File: config.mk
export PLATFORM = sky130hd
export DESIGN_NAME = sync_burst_sram
export DESIGN_NICKNAME = d
export VERILOG_FILES = /design/src/rtl/sbs_pkg.sv /design/src/rtl/sbs_cmd_decode.sv /design/src/rtl/sbs_burst_ctrl.sv /design/src/rtl/sbs_lane_mem.sv /design/src/rtl/sync_burst_sram.sv
export SDC_FILE = /design/constraint.sdc
export NUM_CORES = 2
export LEC_CHECK = 0
export BUFFER_PORTS_ARGS = -buffer_cell sky130_fd_sc_hd__buf_2
export CORE_ASPECT_RATIO = 1.1
export CORE_UTILIZATION = 39
export CTS_CLUSTER_DIAMETER = 30
export DETAILED_ROUTE_END_ITERATION = 7
export PLACE_DENSITY = 0.6
export SETUP_SLACK_MARGIN = 0.2
export SLEW_MARGIN = 10
export SYNTH_ARGS = -nofsm -noshare
export SYNTH_HDL_FRONTEND = slang
export SYNTH_SLANG_ARGS = --single-unit
File: constraint.sdc
create_clock -name clk -period 5.1 [get_ports clk]
set_input_delay 0.51 -clock clk [delete_from_list [all_inputs] [get_ports clk]]
set_output_delay 0.51 -clock clk [all_outputs]
set_load 0.005 [all_outputs]
File: src/rtl/sbs_pkg.sv
// Package: shared types and the burst-order function for the burst SRAM.
// Assumes a 2-bit beat counter; the order function depends on that width.
package sbs_pkg;
    localparam int BURST_W = 2;

    // Command decoded from the strobes and selects in one cycle.
    typedef enum logic [1:0] {
        CMD_HOLD  = 2'd0,   // nothing accepted (sleep)
        CMD_CONT  = 2'd1,   // continue or hold a running burst
        CMD_START = 2'd2,   // open a new burst at addr
        CMD_DESEL = 2'd3    // close the burst
    } sbs_cmd_e;

    // Low address bits of a beat: add for linear, XOR for interleaved.
    function automatic logic [BURST_W-1:0] burst_low(
        input logic [BURST_W-1:0] start,
        input logic [BURST_W-1:0] cnt,
        input logic               interleave
    );
        return interleave ? (start ^ cnt) : (start + cnt);
    endfunction
endpackage

File: src/rtl/sbs_cmd_decode.sv
// Module: command decode.
// Turns the selects, the two start strobes, sleep and the write enables into
// one command and a per-lane write request. Purely combinational.
// Assumes: the read-start strobe takes priority over the read/write strobe
// when the primary select is low; a read-start cycle never writes.
module sbs_cmd_decode
    import sbs_pkg::*;
#(
    parameter int LANES = 4
) (
    input  logic             sel_n,
    input  logic             sel2_n,
    input  logic             sel2,
    input  logic             strb_p_n,
    input  logic             strb_c_n,
    input  logic [LANES-1:0] lane_wr_n,
    input  logic             all_wr_n,
    input  logic             sleep,
    output sbs_cmd_e         cmd,
    output logic [LANES-1:0] lane_req
);
    logic selected;
    logic p_start;

    // Full select and whether the read-start strobe is live this cycle.
    always_comb begin
        selected = !sel_n && !sel2_n && sel2;
        p_start  = !strb_p_n && !sel_n;
    end

    // Command priority: sleep, read-start, read/write start, continue.
    always_comb begin
        if (sleep) begin
            cmd = CMD_HOLD;
        end else if (p_start || !strb_c_n) begin
            cmd = selected ? CMD_START : CMD_DESEL;
        end else begin
            cmd = CMD_CONT;
        end
    end

    // Lane write request: global write overrides, read-start masks all.
    always_comb begin
        if (sleep || p_start || cmd == CMD_DESEL) begin
            lane_req = '0;
        end else if (!all_wr_n) begin
            lane_req = '1;
        end else begin
            lane_req = ~lane_wr_n;
        end
    end
endmodule

File: src/rtl/sbs_burst_ctrl.sv
// Module: burst address control.
// Holds the start address, the beat counter and the open/read flags. Gives
// the current address (read side, registered) and the address being taken
// at the coming edge (write side).
// Assumes: the counter is BURST_W bits and ADDR_W > BURST_W.
module sbs_burst_ctrl
    import sbs_pkg::*;
#(
    parameter int ADDR_W = 6
) (
    input  logic              clk,
    input  logic              rst_n,
    input  sbs_cmd_e          cmd,
    input  logic              step_n,
    input  logic              ilv,
    input  logic [ADDR_W-1:0] addr_in,
    input  logic              wr_cycle,
    output logic              accept,
    output logic              active,
    output logic              rd_mode,
    output logic [ADDR_W-1:0] cur_addr,
    output logic [ADDR_W-1:0] nxt_addr
);
    logic [ADDR_W-1:0]  base_q, base_d;
    logic [BURST_W-1:0] cnt_q, cnt_d;
    logic               act_q, act_d;
    logic               rd_q, rd_d;

    // Next-state for start address, beat count and flags.
    always_comb begin
        base_d = base_q;
        cnt_d  = cnt_q;
        act_d  = act_q;
        rd_d   = rd_q;
        accept = 1'b0;
        case (cmd)
            CMD_START: begin
                base_d = addr_in;
                cnt_d  = '0;
                act_d  = 1'b1;
                accept = 1'b1;
            end
            CMD_CONT: begin
                if (act_q) begin
                    accept = 1'b1;
                    if (!step_n) begin
                        cnt_d = cnt_q + BURST_W'(1);
                    end
                end
            end
            CMD_DESEL: begin
                act_d = 1'b0;
                rd_d  = 1'b0;
            end
            default: begin
            end
        endcase
        if (accept) begin
            rd_d = !wr_cycle;
        end
    end

    // Burst state registers with synchronous reset.
    always_ff @(posedge clk) begin
        if (!rst_n) begin
            base_q <= '0;
            cnt_q  <= '0;
            act_q  <= 1'b0;
            rd_q   <= 1'b0;
        end else begin
            base_q <= base_d;
            cnt_q  <= cnt_d;
            act_q  <= act_d;
            rd_q   <= rd_d;
        end
    end

    // Address composition: fixed upper bits, ordered low bits.
    always_comb begin
        cur_addr = {base_q[ADDR_W-1:BURST_W],
                    burst_low(base_q[BURST_W-1:0], cnt_q, ilv)};
        nxt_addr = {base_d[ADDR_W-1:BURST_W],
                    burst_low(base_d[BURST_W-1:0], cnt_d, ilv)};
        active   = act_q;
        rd_mode  = rd_q;
    end


    step_hold_chk: assert property (@(posedge clk) disable iff (!rst_n)
        (cmd == CMD_CONT && act_q && step_n) |=> ($stable(cnt_q) && $stable(base_q)));


    step_adv_chk: assert property (@(posedge clk) disable iff (!rst_n)
        (cmd == CMD_CONT && act_q && !step_n) |=> (cnt_q == $past(cnt_q) + BURST_W'(1)));


    sleep_hold_chk: assert property (@(posedge clk) disable iff (!rst_n)
        (cmd == CMD_HOLD) |=> ($stable(cnt_q) && $stable(base_q) && $stable(act_q) && $stable(rd_q)));
endmodule

File: src/rtl/sbs_lane_mem.sv
// Module: lane-sliced storage.
// One array per byte lane, each BYTE_W data bits plus one parity bit.
// Writes land at the edge on waddr; the read port is combinational on raddr.
// Assumes: data bytes packed low, parity bits packed above all data bytes.
module sbs_lane_mem #(
    parameter int ADDR_W = 6,
    parameter int LANES  = 4,
    parameter int BYTE_W = 8
) (
    input  logic                         clk,
    input  logic [LANES-1:0]             lane_we,
    input  logic [ADDR_W-1:0]            waddr,
    input  logic [LANES*(BYTE_W+1)-1:0]  wdata,
    input  logic [ADDR_W-1:0]            raddr,
    output logic [LANES*(BYTE_W+1)-1:0]  rdata
);
    localparam int DEPTH    = 1 << ADDR_W;
    localparam int PAR_BASE = LANES * BYTE_W;

    for (genvar g = 0; g < LANES; g++) begin : g_lane
        logic [BYTE_W:0] store [DEPTH];
        logic [BYTE_W:0] rd_word;

        // Lane write: parity and data bits together.
        always_ff @(posedge clk) begin
            if (lane_we[g]) begin
                store[waddr] <= {wdata[PAR_BASE+g], wdata[g*BYTE_W +: BYTE_W]};
            end
        end

        // Flow-through read of this lane.
        always_comb begin
            rd_word                    = store[raddr];
            rdata[g*BYTE_W +: BYTE_W]  = rd_word[BYTE_W-1:0];
            rdata[PAR_BASE+g]          = rd_word[BYTE_W];
        end
    end
endmodule

File: src/rtl/sync_burst_sram.sv
// Module: synchronous burst SRAM top.
// Wires decode, burst control and lane storage; gates the read port with
// the combinational output enable and sleep.
// Assumes: memory contents are not reset; rdata reads zero when not driven.
module sync_burst_sram
    import sbs_pkg::*;
#(
    parameter int ADDR_W = 6,
    parameter int LANES  = 4,
    parameter int BYTE_W = 8
) (
    input  logic                        clk,
    input  logic                        rst_n,
    input  logic [ADDR_W-1:0]           addr,
    input  logic [LANES*(BYTE_W+1)-1:0] wdata,
    input  logic                        sel_n,
    input  logic                        sel2_n,
    input  logic                        sel2,
    input  logic                        strb_p_n,
    input  logic                        strb_c_n,
    input  logic                        step_n,
    input  logic [LANES-1:0]            lane_wr_n,
    input  logic                        all_wr_n,
    input  logic                        ilv,
    input  logic                        out_en_n,
    input  logic                        sleep,
    output logic [LANES*(BYTE_W+1)-1:0] rdata,
    output logic                        rdata_vld
);
    localparam int DATA_W = LANES * (BYTE_W + 1);

    sbs_cmd_e            cmd;
    logic [LANES-1:0]    lane_req;
    logic [LANES-1:0]    lane_we;
    logic                accept;
    logic                active;
    logic                rd_mode;
    logic [ADDR_W-1:0]   cur_addr;
    logic [ADDR_W-1:0]   nxt_addr;
    logic [DATA_W-1:0]   mem_rd;

    sbs_cmd_decode #(.LANES(LANES)) u_dec (
        .sel_n     (sel_n),
        .sel2_n    (sel2_n),
        .sel2      (sel2),
        .strb_p_n  (strb_p_n),
        .strb_c_n  (strb_c_n),
        .lane_wr_n (lane_wr_n),
        .all_wr_n  (all_wr_n),
        .sleep     (sleep),
        .cmd       (cmd),
        .lane_req  (lane_req)
    );

    sbs_burst_ctrl #(.ADDR_W(ADDR_W)) u_burst (
        .clk      (clk),
        .rst_n    (rst_n),
        .cmd      (cmd),
        .step_n   (step_n),
        .ilv      (ilv),
        .addr_in  (addr),
        .wr_cycle (|lane_req),
        .accept   (accept),
        .active   (active),
        .rd_mode  (rd_mode),
        .cur_addr (cur_addr),
        .nxt_addr (nxt_addr)
    );

    // Writes happen only in cycles the burst control accepts.
    always_comb begin
        lane_we = lane_req & {LANES{accept}};
    end

    sbs_lane_mem #(.ADDR_W(ADDR_W), .LANES(LANES), .BYTE_W(BYTE_W)) u_mem (
        .clk     (clk),
        .lane_we (lane_we),
        .waddr   (nxt_addr),
        .wdata   (wdata),
        .raddr   (cur_addr),
        .rdata   (mem_rd)
    );

    // Output gating: open read burst, output enabled, not asleep.
    always_comb begin
        rdata_vld = active && rd_mode && !out_en_n && !sleep;
        rdata     = rdata_vld ? mem_rd : '0;
    end


    desel_quiet_chk: assert property (@(posedge clk) disable iff (!rst_n)
        (!strb_c_n && (sel_n || sel2_n || !sel2) && (strb_p_n || sel_n) && !sleep)
        |=> !rdata_vld);


    p_ignored_chk: assert property (@(posedge clk) disable iff (!rst_n)
        (!strb_p_n && sel_n && strb_c_n && !sleep)
        |=> $stable(cur_addr[ADDR_W-1:BURST_W]));
endmodule

# After elaboration in Yosys (flattened, before gate mapping)
# Memories as Yosys holds them, arrays and structs flattened.
# Cells that the tools add are included.
[classes] addsub=3 eq_ne=3 n_mux=25 bitwise=4 n_reduce_logical=19
[ops] cell="two-way mux 36 bit" count=1
[ops] cell="two-way mux 1 bit" count=12
[ops] cell="two-way mux 2 bit" count=6
[ops] cell="two-way mux 4 bit" count=2
[ops] cell="logical NOT 1 bit" count=7
[ops] cell="logical AND 1 bit" count=6
[ops] cell="two-way mux 6 bit" count=1
[ops] cell="adder 2 bit" count=2
[ops] cell="bitwise AND 4 bit" count=1
[ops] cell="equality test 2 bit, second input constant" count=2
[ops] cell="NOT 4 bit" count=1
[ops] cell="case mux 1 bit (2 select lines)" count=2
[ops] cell="case mux 2 bit (2 select lines)" count=1
[ops] cell="nonzero test 2 bit" count=2
[ops] cell="OR reduction 4 bit" count=1
[ops] cell="XOR 2 bit" count=2
[ops] cell="logical OR 1 bit" count=3
[ops] cell="adder 2 x 1 -> 2 bit, second input constant" count=1
[ops] cell="equality test 2 x 1 -> 1 bit, second input constant" count=1
[word_totals] reg_bits=10 ram_bits=2304 in_bits=58 out_inout_bits=37 wordCells=62 memories=4
[mem_list] name="u_mem.g_lane[0].store" depth=64 word_bits=9 rd=1 rd_clocked_by_memory_dff=0 wr=1 line_no="sbs_lane_mem.sv:21" text="logic [BYTE_W:0] store [DEPTH];"
[mem_list] name="u_mem.g_lane[1].store" depth=64 word_bits=9 rd=1 rd_clocked_by_memory_dff=0 wr=1 line_no="sbs_lane_mem.sv:21"
[mem_list] name="u_mem.g_lane[2].store" depth=64 word_bits=9 rd=1 rd_clocked_by_memory_dff=0 wr=1 line_no="sbs_lane_mem.sv:21"
[mem_list] name="u_mem.g_lane[3].store" depth=64 word_bits=9 rd=1 rd_clocked_by_memory_dff=0 wr=1 line_no="sbs_lane_mem.sv:21"

# Depth between registers and ports, before layout
[logic_depth] depth_word=12 depth_mapped=14

# Hierarchy
# A second synthesis with hierarchy kept.
[hier_totals] cells_unflattened=4152 area_unflattened_um2=90266.6
[modules_own_cells] module="sbs_lane_mem" instances=1 cells_per_inst=4027 area_each_um2=89213.1
[modules_own_cells] module="sbs_burst_ctrl" instances=1 cells_per_inst=64 area_each_um2=619.3
[modules_own_cells] module="sync_burst_sram" instances=1 cells_per_inst=46 area_each_um2=329.1
[modules_own_cells] module="sbs_cmd_decode" instances=1 cells_per_inst=15 area_each_um2=105.1

# Worst setup path after synthesis
# Ideal clock, no wire load.
[synth_timing] path_type="input port to flip-flop" start="in sel_n" end="mem u_mem.g_lane[2].store[59][0] in the netlist's numbering (enable)" setup_ns=0.374 t_arrival_ns=3.866 t_required_ns=4.726 setup_slack_ns=0.860 path_stages=13 path_cell_list="o21ai_0 -> nor2b_1 -> ha_1 -> clkbuf_1 -> buf_1 -> mux2_2 -> ha_1 -> nor2b_1 -> xnor2_1 -> xor2_1 -> nand3_1 -> clkbuf_1 -> nor2_1"
[synth_via] word_cells_on_any_way=23 cone_classes="add/sub: 1; eq/ne: 3; mux: 10; bitwise: 2; reduce/logical: 7"
[synth_rtl] element="start, declared" line_no="sync_burst_sram.sv:16" text="input logic sel_n,"
[synth_rtl] element="logical NOT 1 bit (*)" line_no="sbs_cmd_decode.sv:27, sbs_cmd_decode.sv:28"
[synth_rtl] element="logical AND 1 bit (2 in a row)" line_no="sbs_cmd_decode.sv:27" text="selected = !sel_n && !sel2_n && sel2;"
[synth_rtl] element="two-way mux 1 bit" line_no="sbs_cmd_decode.sv:36" text="cmd = selected ? CMD_START : CMD_DESEL;"
[synth_rtl] element="two-way mux 2 bit (*)" line_no="sbs_cmd_decode.sv:35" text="end else if (p_start || !strb_c_n) begin"
[synth_rtl] element="two-way mux 2 bit (*)" line_no="sbs_cmd_decode.sv:33" text="if (sleep) begin"
[synth_rtl] element="equality test 2 bit (*)" line_no="sbs_burst_ctrl.sv:36" text="case (cmd)"
[synth_rtl] element="two-way mux 6 bit (*)" line_no="sbs_burst_ctrl.sv:36"
[synth_rtl] element="net u_burst.base_d[0]" line_no="sbs_burst_ctrl.sv:24" text="logic [ADDR_W-1:0] base_q, base_d;"
[synth_rtl] element="adder 2 bit / XOR 2 bit (equally long branches)" line_no="sbs_pkg.sv:20" text="return interleave ? (start ^ cnt) : (start + cnt);"
[synth_rtl] element="two-way mux 2 bit (*)" line_no="sbs_pkg.sv:20"
[synth_rtl] element="end, declared" line_no="sbs_lane_mem.sv:21"
# Mark *: on every way through the listed nets, which the timed path passes. The rest lies on a longest branch.

# Worst setup path in the final report
[layout_timing] start="reg u_burst.cnt_q[0]" end="out rdata[19]"
[layout_via] elab_chain_cells=4 word_cells_on_any_way=5 cone_classes="add/sub: 1; mux: 2; bitwise: 1; memory: 1"
[layout_lines] element="start, declared" line_no="sbs_burst_ctrl.sv:25" text="logic [BURST_W-1:0] cnt_q, cnt_d;"
[layout_lines] element="start signal, assigned" line_no="sbs_burst_ctrl.sv:72" text="cnt_q <= cnt_d;"
[layout_lines] element="adder 2 bit / XOR 2 bit (equally long branches)" line_no="sbs_pkg.sv:20"
[layout_lines] element="two-way mux 2 bit (*)" line_no="sbs_pkg.sv:20"
[layout_lines] element="memory read (64 x 9 bit) (*)"
[layout_lines] element="two-way mux 36 bit (*)" line_no="sync_burst_sram.sv:87" text="rdata = rdata_vld ? mem_rd : '0;"
[layout_lines] element="end, declared" line_no="sync_burst_sram.sv:27" text="output logic [LANES*(BYTE_W+1)-1:0] rdata,"
# Mark *: on every way between the ends. The rest lies on a longest branch, timed or not.

==> impl_metrics.prom <==
# TYPE chip_impl_metric gauge
chip_impl_metric{name="sw_frac_of_total",unit="%"} 22.65
chip_impl_metric{name="timing.reg2reg.setup_slack",unit="ns"} 1.37
chip_impl_metric{name="totalPowerFinal",unit="mW"} 49.30
chip_impl_metric{name="synth.ff_latch_count",unit=""} 2314
chip_impl_metric{name="met1_length",unit="µm"} 110900
chip_impl_metric{name="place.port_buffers",unit=""} 94
chip_impl_metric{name="worstPathMaxFanout",unit=""} 58
chip_impl_metric{name="cts_buf_count",unit=""} 386
chip_impl_metric{name="clock_insertion_delay_worst_skew",unit="ns"} 0.91
chip_impl_metric{name="detail_route.vias_per_cell",unit=""} 5.935
chip_impl_metric{name="post_drt_wl_per_cell",unit="µm"} 30.63
chip_impl_info{name="worstSetupStartpointType",value="flip-flop"} 1
chip_impl_metric{name="seq_area_frac_synth",unit="%"} 73.08
chip_impl_info{name="cells_taking_the_most_area_after_synthesis",value="sky130_fd_sc_hd__edfxtp_1, sky130_fd_sc_hd__mux4_2, sky130_fd_sc_hd__mux2i_1"} 1
chip_impl_metric{name="cp_data_required_time",unit="ns"} 4.59
chip_impl_metric{name="syn2layout_area_growth",unit="%"} 20.68
chip_impl_info{name="end_kind",value="primary output"} 1
chip_impl_metric{name="place_congestion",unit=""} 0.8603
chip_impl_metric{name="drt.antenna.violating_nets",unit=""} 0
chip_impl_metric{name="grt_max_degree",unit=""} 134
chip_impl_metric{name="fmax",unit="MHz"} 202.7
chip_impl_metric{name="clock_group_share_of_total_power",unit="%"} 53.5
chip_impl_metric{name="finalClockSkew",unit="ns"} 0.09032
chip_impl_metric{name="antenna_violations_before_repair",unit=""} 24
chip_impl_info{name="timing.rr.start",value="u_burst.active$_SDFFE_PN0P_"} 1
chip_impl_metric{name="global_route.usage.total",unit="%"} 22.86
chip_impl_metric{name="yosysTopAreaCellShare",unit="%"} 72.87
chip_impl_info{name="r2r_end",value="u_mem.g_lane[0].store[44][8]$_DFFE_PP_"} 1
chip_impl_metric{name="wl_met2",unit="µm"} 136400
chip_impl_metric{name="seq_power_share",unit="%"} 42.5
chip_impl_metric{name="final_hold_viol_count",unit=""} 0
chip_impl_metric{name="timing.hold.worst_path_depth",unit=""} 3
chip_impl_info{name="min_delay_worst_endpoint",value="u_burst.base_q[5]$_SDFF_PN0_"} 1
chip_impl_metric{name="p_switching",unit="mW"} 11.17
chip_impl_metric{name="io_pins",unit=""} 95
chip_impl_metric{name="tightestPinTransition",unit="ns"} 1.032
chip_impl_metric{name="power.share.combinational",unit="%"} 4.0
chip_impl_metric{name="distinct_cell_type_count_after_synthesis",unit=""} 58
chip_impl_metric{name="postSynth.asyncResetShare",unit="%"} 0
chip_impl_metric{name="detail_route.wirelength",unit="µm"} 286400
chip_impl_metric{name="period_share",unit="%"} 96.74
chip_impl_metric{name="dieHeight",unit="µm"} 519.5
chip_impl_metric{name="htree_levels",unit=""} 5
chip_impl_metric{name="finalSetupViolations",unit=""} 0
chip_impl_metric{name="power-per-cell-area",unit="nW/µm²"} 430.3
chip_impl_metric{name="reg2reg_depth",unit=""} 11
chip_impl_info{name="start_point_of_the_worst_min_delay_path",value="addr[5]"} 1
chip_impl_info{name="top_layer",value="met5"} 1
chip_impl_metric{name="coreArea",unit="µm²"} 241400
chip_impl_metric{name="highest_ir_drop_seen_on_vdd",unit="mV"} 0.3102
chip_impl_info{name="hp-class",value="input pin to flip-flop"} 1
chip_impl_metric{name="detail_route.drc_violations",unit=""} 0
chip_impl_metric{name="grt.overflow.total",unit=""} 0
chip_impl_metric{name="first_global_vias",unit=""} 55161
chip_impl_metric{name="dr_wl_met3",unit="µm"} 24860
chip_impl_metric{name="synth_nets",unit=""} 5392
chip_impl_metric{name="yosysWarningCount",unit=""} 0
chip_impl_metric{name="final_period_minus_worst_setup_slack",unit="ns"} 4.934
chip_impl_info{name="status",value="completed"} 1
chip_impl_metric{name="dp_hpwl",unit="µm"} 170300
chip_impl_info{name="unrepaired_setup_endpoints_after_global_routing",value="yes"} 1
chip_impl_metric{name="detailedRoute.firstPassIterationCount",unit=""} 6
chip_impl_metric{name="initial_utilization",unit="%"} 39.32
chip_impl_metric{name="worst_slew_margin_rel",unit="%"} 30.92
chip_impl_metric{name="layout-drive-gt1-share",unit="%"} 27.12
chip_impl_metric{name="route.vias.total",unit=""} 55491
chip_impl_metric{name="number_of_synthesized_flops_with_an_enable_pin",unit=""} 2304
chip_impl_info{name="setup.worst_path.class",value="flip-flop to primary output"} 1
chip_impl_metric{name="timing.max_cap.violations",unit=""} 0
chip_impl_metric{name="synth_area",unit="µm²"} 94940
chip_impl_metric{name="die_x",unit="µm"} 472.4
chip_impl_metric{name="cts_max_path_buffers",unit=""} 4
chip_impl_metric{name="slew_violations",unit=""} 0
chip_impl_metric{name="grt_pass1_wl",unit="µm"} 405300
chip_impl_metric{name="die-area",unit="µm²"} 245400
chip_impl_metric{name="leakagePower",unit="nW"} 36.51
chip_impl_info{name="clk_root_buffer_cell",value="sky130_fd_sc_hd__clkbuf_16"} 1
chip_impl_info{name="cts_tree",value="built"} 1
chip_impl_metric{name="rows",unit=""} 189
chip_impl_metric{name="nets_final",unit=""} 5833
chip_impl_metric{name="clk_pin_slew",unit="ns"} 0.05
chip_impl_metric{name="synthesis.area_per_instance",unit="µm²"} 17.81
chip_impl_metric{name="cp.arrival",unit="ns"} 4.42
chip_impl_info{name="synth_top_cell_by_area",value="sky130_fd_sc_hd__edfxtp_1"} 1
chip_impl_metric{name="cts_num_sinks",unit=""} 2314
chip_impl_info{name="ys_dominant_reg_cell",value="sky130_fd_sc_hd__edfxtp_1"} 1
chip_impl_metric{name="postSynthCellCount",unit=""} 5330
chip_impl_metric{name="internal-power",unit="mW"} 38.13
chip_impl_metric{name="finalSetupTns",unit="ns"} 0
chip_impl_metric{name="dr.first_iter.drc_count",unit=""} 6535
==> registers in the layout (all words and copies together) (netlist names) <==
name	flops
u_burst.base_q	6
u_burst.cnt_q	2
u_mem.g_lane.store	2304
u_burst.rd_mode	1
u_burst.active	1
==> cell usage after synthesis (all sizes together) (8+ instances only) <==
master  number
a22oi        8
a211o       36
clkbuf     200
o31ai        8
edfxtp    2304
nor3       147
a311o       29
a41o        30
buf        179
a21oi       33
nand2      581
a31oi       37
nand3       35
nor4b       36
o221ai     101
a221o       36
mux2        45
nand2b      25
o22ai       72
dfxtp       10
o21ai       42
a311oi     108
mux2i      297
a211oi      36
nor2       356
nor2b       12
o221a       36
mux4       432
==> metal layers <==
metal | vias up | GRT usage [%]
li1 | 22784 | -
met1 | 29004 | 30.47
met2 | 3092 | 36.60
met3 | 601 | 4.007
met4 | 10 | 10.38
met5 | - | 0
==> worst max-delay path by stage <==
| stage | startpoint | to | slack [ns] | cells after the start |
|---|---|---|---|---|
| finish | u_burst.cnt_q[0]$_SDFF_PN0_ | rdata[19] | 0.17 | 11 |
| global route | u_burst.cnt_q[0]$_SDFF_PN0_ | rdata[19] | 0.13 | 11 |
| CTS | u_burst.cnt_q[1]$_SDFF_PN0_ | rdata[23] | 0.15 | 9 |
| detailed placement | sel_n | u_mem.g_lane[1].store[52][4]$_DFFE_PP_ | 0.15 | 15 |
| global placement | sel_n | u_mem.g_lane[0].store[44][5]$_DFFE_PP_ | 0.11 | 15 |
| floorplan | sel_n | u_mem.g_lane[2].store[59][0]$_DFFE_PP_ | 0.86 | 13 |
==> cell families after synthesis <==
group                    Yosys count  share of synthesized area [%]
flip-flops                      2314                          73.08
AND/OR/NAND/NOR                 1221                          5.564
multiplexers                     774                          13.91
AO/OA/AOI/OAI                    626                          5.341
buffers and inverters            384                          1.937
XOR/XNOR                           7                         0.1081
adder cells (fa/ha/maj)            4                        0.05272
==> timing repair <==
item                                   in CTS  in global routing
gates cloned                                5                  3
endpoints found under the hold margin       6                  0
gates resized for setup                    27                 10
setup buffers                               5                  5
hold buffers                                4                  0
pin swaps                                   1                  3
setup endpoints to repair                  34                 15
==> power by group through the flow <==
| stage | Combinational [mW] | Sequential (mW) | Clock (mW) |
|---|---|---|---|
| after global routing | 2.06 | 20.9 | 27.4 |
| final | 1.99 | 21.0 | 26.4 |
| after detailed placement | 1.94 | 21.3 | 0 |
| after global placement | 1.92 | 21.3 | 0 |
| after CTS | 1.97 | 21.0 | 26.6 |
| after floorplan | 0.951 | 21.3 | 0 |
==> stage by stage <==
step                      setup slack, ns  utilization [%]  std cells  hold WS (ns)  area [µm²]
after global routing               0.1262            47.44       9341       0.04059      114600
after detailed placement           0.1532            41.72       8608        0.5899      100700
after global placement             0.1125            41.72       8608        0.5570      100700
final                              0.1660            47.45       9350       0.03557      114600
after CTS                          0.1452            47.37       9331      0.002014      114400
after floorplan                    0.8598                -       5330        0.5133       94940
==> area by class of cell <==
cell class | instances | area, µm²
fill | 19885 | 126900
sequential | 2314 | 69390
timing repair buffer | 429 | 3694
clock buffer | 413 | 9823
multi-input combinational | 2635 | 24090
clock inverter | 296 | 3467
tap | 3247 | 4063
antenna | 11 | 27.53
inverter | 5 | 18.77
==> placed cells by master (no fill, tap or decap), drive strengths merged, types with 101 or more instances in the layout <==
master,instances
edfxtp,2304
nand2,581
mux4,432
buf,420
clkbuf,415
nor2,358
mux2i,297
nor3,147
clkinv,111
a311oi,108
o221ai,101
==> critical path: stages, from the launching register on <==
cell and delay [ns]:
sky130_fd_sc_hd__dfxtp_1 0.36, sky130_fd_sc_hd__ha_4 0.23, sky130_fd_sc_hd__nand2b_4 0.16, sky130_fd_sc_hd__buf_12 0.34
sky130_fd_sc_hd__buf_12 0.36, sky130_fd_sc_hd__mux2i_1 0.13, sky130_fd_sc_hd__mux4_2 0.47, sky130_fd_sc_hd__a211oi_1 0.66
sky130_fd_sc_hd__nor4b_1 0.25, sky130_fd_sc_hd__o22ai_1 0.21, sky130_fd_sc_hd__buf_4 0.19, sky130_fd_sc_hd__buf_2 0.12
(Power assumes the default switching activity.)
